`src/rtl/xs1_pkg.sv`:
```
// Group map shared by the adder and its checker.
// Assumes W is 8 or a multiple of 16.
package xs1_pkg;

    // Number of carry-select groups for a given width.
    function automatic int grp_count(input int w);
        return (w == 8) ? 3 : (w / 16) * 5;
    endfunction

    // Lowest bit position of group g.
    function automatic int grp_lsb(input int w, input int g);
        int off;
        if (w == 8) return 2 * g;
        case (g % 5)
            0:       off = 0;
            1:       off = 2;
            2:       off = 4;
            3:       off = 7;
            default: off = 11;
        endcase
        return (g / 5) * 16 + off;
    endfunction

    // Number of bits in group g.
    function automatic int grp_width(input int w, input int g);
        if (g == grp_count(w) - 1) return w - grp_lsb(w, g);
        return grp_lsb(w, g + 1) - grp_lsb(w, g);
    endfunction

endpackage

```
`src/rtl/xs1_rca_cin.sv`:
```
// Ripple-carry adder with an external carry input; full adders at every bit.
// Assumes N >= 1.
module xs1_rca_cin #(
    parameter int N = 2
) (
    input  logic [N-1:0] a,
    input  logic [N-1:0] b,
    input  logic         ci,
    output logic [N-1:0] s,
    output logic         co
);
    logic [N:0] c;

    assign c[0] = ci;

    // One full adder per bit, carry rippling upward.
    for (genvar i = 0; i < N; i++) begin : g_fa
        assign s[i]   = a[i] ^ b[i] ^ c[i];
        assign c[i+1] = (a[i] & b[i]) | (c[i] & (a[i] ^ b[i]));
    end

    assign co = c[N];
endmodule

```
`src/rtl/xs1_rca_zero.sv`:
```
// Ripple-carry adder that assumes a zero carry input: a half adder at bit 0,
// full adders above it. Assumes N >= 2.
module xs1_rca_zero #(
    parameter int N = 2
) (
    input  logic [N-1:0] a,
    input  logic [N-1:0] b,
    output logic [N-1:0] s,
    output logic         co
);
    logic [N:0] c;

    // Half adder at the lowest bit, full adders elsewhere.
    for (genvar i = 0; i < N; i++) begin : g_bit
        if (i == 0) begin : g_ha
            assign s[i]   = a[i] ^ b[i];
            assign c[i+1] = a[i] & b[i];
        end else begin : g_fa
            assign s[i]   = a[i] ^ b[i] ^ c[i];
            assign c[i+1] = (a[i] & b[i]) | (c[i] & (a[i] ^ b[i]));
        end
    end

    assign c[0] = 1'b0;
    assign co   = c[N];
endmodule

```
`src/rtl/xs1_excess1.sv`:
```
// Increment network: dout = din + 1 modulo 2^N, built as an inverter on
// bit 0 and an XOR of each higher bit with the AND of all bits below it.
module xs1_excess1 #(
    parameter int N = 3
) (
    input  logic [N-1:0] din,
    output logic [N-1:0] dout
);
    logic [N-1:0] below_ones;

    assign below_ones[0] = 1'b1;

    // Running AND of the lower bits decides which bits toggle.
    for (genvar i = 1; i < N; i++) begin : g_chain
        assign below_ones[i] = below_ones[i-1] & din[i-1];
    end

    assign dout = din ^ below_ones;
endmodule

```
`src/rtl/xs1_pick.sv`:
```
// Two-way word selector: q = d1 when sel is high, else d0.
module xs1_pick #(
    parameter int N = 3
) (
    input  logic         sel,
    input  logic [N-1:0] d0,
    input  logic [N-1:0] d1,
    output logic [N-1:0] q
);
    // Word-wide 2:1 selection.
    assign q = sel ? d1 : d0;
endmodule

```
`src/rtl/xs1_csel_adder.sv`:
```
// Carry-select adder with increment-based carry-in-one results.
// Purely combinational. Assumes W is 8 or a multiple of 16. The group map
// comes from xs1_pkg. Group-level nets are kept as flat vectors so that the
// bound checker can observe each stage.
module xs1_csel_adder #(
    parameter int W = 128
) (
    input  logic [W-1:0] a,
    input  logic [W-1:0] b,
    input  logic         cin,
    output logic [W-1:0] sum,
    output logic         cout
);
    localparam int NG = xs1_pkg::grp_count(W);

    logic [NG:0]   grp_cin;   // carry entering each group; [NG] leaves the top
    logic [W-1:0]  zsum;      // carry-in-zero sums
    logic [W-1:0]  isum;      // carry-in-one sums
    logic [NG-1:0] zco;       // carry-in-zero group carries
    logic [NG-1:0] ico;       // carry-in-one group carries

    assign grp_cin[0] = cin;

    for (genvar g = 0; g < NG; g++) begin : g_grp
        localparam int LO = xs1_pkg::grp_lsb(W, g);
        localparam int N  = xs1_pkg::grp_width(W, g);

        if (g == 0) begin : g_base
            // Lowest group: plain ripple adder fed by the external carry.
            xs1_rca_cin #(.N(N)) u_rca (
                .a  (a[LO +: N]),
                .b  (b[LO +: N]),
                .ci (grp_cin[g]),
                .s  (zsum[LO +: N]),
                .co (zco[g])
            );
            assign isum[LO +: N] = zsum[LO +: N];
            assign ico[g]        = zco[g];
            assign sum[LO +: N]  = zsum[LO +: N];
            assign grp_cin[g+1]  = zco[g];
        end else begin : g_sel
            // One zero-carry adder, an increment network, and a selector.
            xs1_rca_zero #(.N(N)) u_rca (
                .a  (a[LO +: N]),
                .b  (b[LO +: N]),
                .s  (zsum[LO +: N]),
                .co (zco[g])
            );
            xs1_excess1 #(.N(N + 1)) u_inc (
                .din  ({zco[g], zsum[LO +: N]}),
                .dout ({ico[g], isum[LO +: N]})
            );
            xs1_pick #(.N(N + 1)) u_pick (
                .sel (grp_cin[g]),
                .d0  ({zco[g], zsum[LO +: N]}),
                .d1  ({ico[g], isum[LO +: N]}),
                .q   ({grp_cin[g+1], sum[LO +: N]})
            );
        end
    end

    assign cout = grp_cin[NG];
endmodule

```
`config.mk`:
```
export PLATFORM = sky130hd
export DESIGN_NAME = xs1_csel_adder
export DESIGN_NICKNAME = d
export VERILOG_FILES = /design/src/rtl/xs1_pkg.sv /design/src/rtl/xs1_rca_cin.sv /design/src/rtl/xs1_rca_zero.sv /design/src/rtl/xs1_excess1.sv /design/src/rtl/xs1_pick.sv /design/src/rtl/xs1_csel_adder.sv
export SDC_FILE = /design/constraint.sdc
export NUM_CORES = 1
export LEC_CHECK = 0
export ABC_AREA = 1
export BUFFER_PORTS_ARGS = -buffer_cell sky130_fd_sc_hd__buf_2
export CORE_AREA = 4 4 147 149
export DETAILED_ROUTE_END_ITERATION = 6
export DIE_AREA = 0 0 151 153
export GPL_TIMING_DRIVEN = 1
export PLACE_DENSITY = 0.68
export SLEW_MARGIN = 20
export SYNTH_ARGS = -nofsm -noshare
export SYNTH_HDL_FRONTEND = slang
export SYNTH_SLANG_ARGS = --single-unit
export TNS_END_PERCENT = 1
```
`constraint.sdc`:
```
create_clock -name vclk -period 10.3
set_clock_uncertainty 0.1 [all_clocks]
set_input_delay 1.545 -clock vclk [all_inputs]
set_output_delay 1.545 -clock vclk [all_outputs]
set_load 0.03 [all_outputs]
```
## Yosys cells after proc, flatten, opt, wreduce, memory -nomap -nowiden

Index checks and enable logic that the tools add are counted.
W data, S select, Z words.

- Bits in registers: 0
- Bits in latches: 0
- Memory bits (writable): 0
- Bits in read-only memories: 0
- Input bits: 257
- Output and inout port bits: 129
- Word-level logic and storage cells: 688
- Memories: 0

- Add/subtract/negate cells: 0
- Multiply operators: 0
- Div/mod/pow operators: 0
- Order comparisons: 0
- Equality and inequality tests: 0
- Shifts and indexed selects: 0
- Muxes and demuxes: 39
- Bitwise gates (word level): 649
- Reductions and logical operators: 0

Operators by type and width:

| operator | number |
|---|---|
| $and A1 B1 Y1 | 304 |
| $xor A1 B1 Y1 | 217 |
| $or A1 B1 Y1 | 89 |
| $mux W6 | 8 |
| $xor A6 B6 Y6 | 8 |
| $mux W3 | 15 |
| $xor A3 B3 Y3 | 15 |
| $mux W5 | 8 |
| $xor A5 B5 Y5 | 8 |
| $mux W4 | 8 |
| $xor A4 B4 Y4 | 8 |

## Logic depth before layout (Yosys ltp)

- Word-level depth: 46
- Gate-level depth with buffers: 55
- Depth with buffers taken out: 55

## Cells and area by module

A second synthesis with hierarchy kept.

- Cell total of the unflattened synthesis: 1266
- Area, all modules: 7303.3 µm²

By module, submodules not included:

| module | instances | cells an instance | area an instance (µm²) | seq. area each (µm²) |
|---|---|---|---|---|
| xs1_rca_zero (g_grp[14].g_sel.u_rca ...) | 8 | 15 | 130.1 | 0.0 |
| xs1_rca_zero (g_grp[13].g_sel.u_rca ...) | 8 | 14 | 110.1 | 0.0 |
| xs1_rca_zero (g_grp[10].g_sel.u_rca ...) | 15 | 7 | 51.3 | 0.0 |
| xs1_excess1 (g_grp[14].g_sel.u_inc ...) | 8 | 10 | 72.6 | 0.0 |
| xs1_pick (g_grp[14].g_sel.u_pick ...) | 8 | 19 | 71.3 | 0.0 |
| xs1_rca_zero (g_grp[12].g_sel.u_rca ...) | 8 | 8 | 71.3 | 0.0 |
| xs1_pick (g_grp[10].g_sel.u_pick ...) | 15 | 10 | 37.5 | 0.0 |
| xs1_excess1 (g_grp[10].g_sel.u_inc ...) | 15 | 7 | 35.0 | 0.0 |
| xs1_excess1 (g_grp[13].g_sel.u_inc ...) | 8 | 9 | 60.1 | 0.0 |
| xs1_pick (g_grp[13].g_sel.u_pick ...) | 8 | 16 | 60.1 | 0.0 |
| xs1_pick (g_grp[12].g_sel.u_pick ...) | 8 | 13 | 48.8 | 0.0 |
| xs1_excess1 (g_grp[12].g_sel.u_inc ...) | 8 | 8 | 47.5 | 0.0 |
| xs1_rca_cin | 1 | 10 | 70.1 | 0.0 |

## Worst setup path after synthesis

No wires, ideal clock.

- Kind: input-to-output
- Start: input a[11]
- End: output sum[117]
- Arrival: 8474 ps
- Data required time: 8655 ps
- Path slack: 181 ps
- Cell stages on the path: 51
- Buffers on the path: 0
- Cell sequence: ha_1 -> inv_1 -> fa_1 -> fa_1 -> fa_1 -> inv_1 -> fa_1 -> ha_1 -> xnor2_1 -> inv_1 -> nand3_1 -> nand3_2 -> nand3_4 -> nand2_4 -> nand2_4 -> nand3_2 -> nand2_4 -> nand2_4 -> (+15 left out) -> nand3_1 -> nand3_1 -> nand3_1 -> nand3b_1 -> nand3_1 -> nand3_1 -> nand3b_1 -> nand3_1 -> nand3_1 -> nand3_1 -> nand3_1 -> nand3b_1 -> nand3_1 -> nand3_1 -> nand3_1 -> nand3_2 -> nand2_2 -> o21ai_0

- Word-level cells in the longest chain between the ends: 44
- Elaborated cells between the ends (all ways): 53
- Those cells by class: 34 x mux; 19 x bitwise

RTL lines:

| what | line | RTL |
|---|---|---|
| from (decl) | xs1_csel_adder.sv:8 | `input logic [W-1:0] a,` |
| $and A1 B1 Y1 | xs1_rca_zero.sv:17 | `assign c[i+1] = a[i] & b[i];` |
| $and A1 B1 Y1 | xs1_rca_zero.sv:20 | `assign c[i+1] = (a[i] & b[i]) \| (c[i] & (a[i] ^ b[i]));` |
| $or A1 B1 Y1 | xs1_rca_zero.sv:20 |  |
| $and A1 B1 Y1 | xs1_rca_zero.sv:20 |  |
| $or A1 B1 Y1 | xs1_rca_zero.sv:20 |  |
| $and A1 B1 Y1 | xs1_rca_zero.sv:20 |  |
| $or A1 B1 Y1 | xs1_rca_zero.sv:20 |  |
| $and A1 B1 Y1 or $xor A1 B1 Y1 (tied branches) | xs1_rca_zero.sv:20, xs1_rca_zero.sv:19 |  |
| (+26 left out) | n/a |  |
| $mux W5 (*) | xs1_pick.sv:11 | `assign q = sel ? d1 : d0;` |
| $mux W6 (*) | xs1_pick.sv:11 |  |
| $mux W3 (*) (2 in series) | xs1_pick.sv:11 |  |
| $mux W4 (*) | xs1_pick.sv:11 |  |
| $mux W5 (*) | xs1_pick.sv:11 |  |
| $mux W6 (*) | xs1_pick.sv:11 |  |
| $mux W3 (*) (2 in series) | xs1_pick.sv:11 |  |
| $mux W4 (*) | xs1_pick.sv:11 |  |
| to (decl) | xs1_csel_adder.sv:11 | `output logic [W-1:0] sum,` |

Every way passes the cells marked *; elsewhere a longest branch is shown, timed or not.

## Worst setup path after layout

- Start: input b[11]
- End: output sum[124]

- Word-level cells in the longest chain between the ends: 46
- Elaborated cells between the ends (all ways): 55
- Those cells by class: 36 x mux; 19 x bitwise

RTL lines:

| what | line | RTL |
|---|---|---|
| from (decl) | xs1_csel_adder.sv:9 | `input logic [W-1:0] b,` |
| $and A1 B1 Y1 | xs1_rca_zero.sv:17 |  |
| $and A1 B1 Y1 | xs1_rca_zero.sv:20 |  |
| $or A1 B1 Y1 | xs1_rca_zero.sv:20 |  |
| $and A1 B1 Y1 | xs1_rca_zero.sv:20 |  |
| $or A1 B1 Y1 | xs1_rca_zero.sv:20 |  |
| $and A1 B1 Y1 | xs1_rca_zero.sv:20 |  |
| $or A1 B1 Y1 | xs1_rca_zero.sv:20 |  |
| $and A1 B1 Y1 or $xor A1 B1 Y1 (tied branches) | xs1_rca_zero.sv:20, xs1_rca_zero.sv:19 |  |
| (+28 left out) | n/a |  |
| $mux W3 (*) (2 in series) | xs1_pick.sv:11 |  |
| $mux W4 (*) | xs1_pick.sv:11 |  |
| $mux W5 (*) | xs1_pick.sv:11 |  |
| $mux W6 (*) | xs1_pick.sv:11 |  |
| $mux W3 (*) (2 in series) | xs1_pick.sv:11 |  |
| $mux W4 (*) | xs1_pick.sv:11 |  |
| $mux W5 (*) | xs1_pick.sv:11 |  |
| $mux W6 (*) | xs1_pick.sv:11 |  |

Marked as above.

==> flow_summary.toml <==
[finish]
finalInstanceArea_sq_um = 10200
final_nets = 1754
fillers = 1940
ff_latch_area_sq_um = 0
finalCoreUtilization_pct = 50.7
antenna_diode_instance_count = 0
synthToLayoutAreaGrowth_pct = 43.1
clock_buffers = 0
seq_cell_count = 0
drive_gt1_share_pct = 46.0

[hold_path]
timing.hold.worst.class = "primary input to primary output"

[detailed_routing]
drc = 0
routed-via-count = 7073
drt_pre_antenna_iters = 4
routed_wl_um = 22000
drt_iter0_markers = 160
wl_per_cell_um = 14.2
vias_per_std_cell = 4.56
postRouteAntennaNets = 0

[worst_setup_path]
cp-end-kind = "primary output"
critPathMaxStageDelay_ns = 0.42
crit_type = "primary input to primary output"
cp_data_required_time_ns = 8.66
timing.critical_path.arrival_ns = 8.91
startpoint_type = "primary input"
crit_path_top_delay_cell = "sky130_fd_sc_hd__fa_1"
critical-path-top-cell-by-count = "sky130_fd_sc_hd__nand3_2"
critical_path_peak_fanout = 6

[floorplanning]
initial_core_util_pct = 35.5
die_width_um = 151
die_area_sq_um = 23100
io_pins = 386
fp-row-count = 52
fp.dieH_um = 153
coreArea_sq_um = 20200

[sta]
timing.final.hold_violations = 0
fin_worst_hold_slack_ns = 3.41
finalSetupViolCount = 14
postLayoutSetupSlackWorst_ns = -0.252
drv_slew = 0
timing.max_slew.rel_slack_pct = 77.6
worst_slew_pin_slew_ns = 0.334
fmax_mhz = 94.8
grt_setup_unrepaired = "yes"
final.period_utilization_pct = 102
fin_tns_setup_ns = -2.44
min_period_ns = 10.55

[place]
detailed_place_hpwl_um = 20200
gpl.final_weighted_congestion = 0.922
place_area_sq_um = 9520
port-buffer-count = 386

[synthesis]
synthCells = 868
area_of_the_mapped_netlist_sq_um = 7150
synth.lib_cells_used.distinct = 22
postSynthNetCount = 1340
synthesis.area_per_instance_sq_um = 8.24
synth_seq_area_share_pct = 0
synthesis.yosys.warnings = 0

[grt]
first_global_vias = 7277
grt_start_max_net_pins = 9
antenna_found_initial = 1
grt_use_total_pct = 18.1
grt_pass1_wl_um = 34600
grt_remaining_overflow = 0

[status]
failing_checks = "setup timing"
status = "finished, violations left"

[power]
ir_drop_uv = 63.0
power_density_nw_per_um2 = 158
static-leakage-power_nw = 6.09
p_total_mw = 1.61

[clock_network]
cts_hold_repair.buffers = 0

[run]
timing.max_cap.violations = 0
==> cell usage in the layout, fill, tap and decap left out, drive strengths merged <==
cell | netlist | final
nand3 | 116 | 116
xnor2 | 7 | 7
fa | 89 | 89
mux2 | 36 | 36
xor2 | 69 | 69
nor2 | 2 | 2
ha | 126 | 126
o21ai | 43 | 43
nand2 | 104 | 104
buf | 0 | 412
inv | 241 | 241
nand3b | 33 | 33
a21oi | 2 | 2
==> cells in the mapped netlist <==
library cell	number	share of area [%]
sky130_fd_sc_hd__nand3_2	29	4.1
sky130_fd_sc_hd__nand2_1	82	4.3
sky130_fd_sc_hd__nor2_1	2	0.11
sky130_fd_sc_hd__xnor2_1	6	0.73
sky130_fd_sc_hd__o21ai_0	41	2.9
sky130_fd_sc_hd__mux2_2	35	5.5
sky130_fd_sc_hd__nand2_2	9	0.79
sky130_fd_sc_hd__mux2_1	1	0.16
sky130_fd_sc_hd__nand3_1	82	5.7
sky130_fd_sc_hd__nand3_4	5	1.2
sky130_fd_sc_hd__nand3b_2	6	0.94
sky130_fd_sc_hd__inv_2	1	0.052
sky130_fd_sc_hd__xor2_2	1	0.23
sky130_fd_sc_hd__o21ai_1	2	0.14
sky130_fd_sc_hd__xnor2_2	1	0.23
sky130_fd_sc_hd__fa_1	89	25
sky130_fd_sc_hd__ha_1	126	22
sky130_fd_sc_hd__xor2_1	68	8.3
sky130_fd_sc_hd__a21oi_1	2	0.14
sky130_fd_sc_hd__inv_1	240	13
sky130_fd_sc_hd__nand2_4	13	2.0
sky130_fd_sc_hd__nand3b_1	27	2.8
==> per-layer routing <==
| metal | share of wire (%) | vias to the layer above | GRT usage, % |
|---|---|---|---|
| li1 | - | 3562 | - |
| met5 | 0.059 | - | 0 |
| met3 | 5.9 | 42 | 2.04 |
| met1 | 40 | 3270 | 22.6 |
| met2 | 51 | 197 | 33.2 |
| met4 | 2.6 | 2 | 3.76 |
==> worst max-delay path: cells and delay by family <==
kind,cells,cell delay [ns]
buffers and inverters,5,0.45
AND/OR/NAND/NOR,41,4.97
adder cells (fa/ha/maj),6,1.78
XOR/XNOR,1,0.16
==> cells by family after synthesis <==
group	share of synthesized area, %
compound gates	3.15
xor+xnor	9.52
fa+ha+maj	47.0
buf+inv	12.7
mux	5.67
simple gates	22.0
==> cell type report <==
class	instances	area [sq um]	share of cell area (%)
inverters	241	905	8.84
well taps	270	338	3.30
repair buffers	412	2220	21.7
multi-input cells	627	6770	66.1
==> worst paths after layout <==
check             start        to  slack (ns)  cells after the start
setup / recovery  b[11]  sum[124]       -0.25                     53
hold / removal      cin    sum[0]        3.41                      3
==> timing repair <==
action                                  4_1_cts  5_1_grt
setup buffers                                 7        6
gates cloned                                  0        0
pin swaps                                    48       46
endpoints found under the setup margin       16       29
resized for setup                           122       12
==> power by group <==
| group | total, mW | internal, mW | switching (mW) |
|---|---|---|---|
| Sequential | 0 | 0 | 0 |
| Combinational | 1.61 | 0.571 | 1.04 |
| Clock | 0 | 0 | 0 |
==> stage by stage <==
stage / setup slack (ns) / cells
2_1_floorplan: 0.181 / 868
3_3_place_gp: -0.0292 / 1537
3_5_place_dp: -0.337 / 1537
4_1_cts: -0.177 / 1544
5_1_grt: -0.829 / 1550
6_report: -0.252 / 1550
Note: power is estimated with default switching activity, not from simulation.
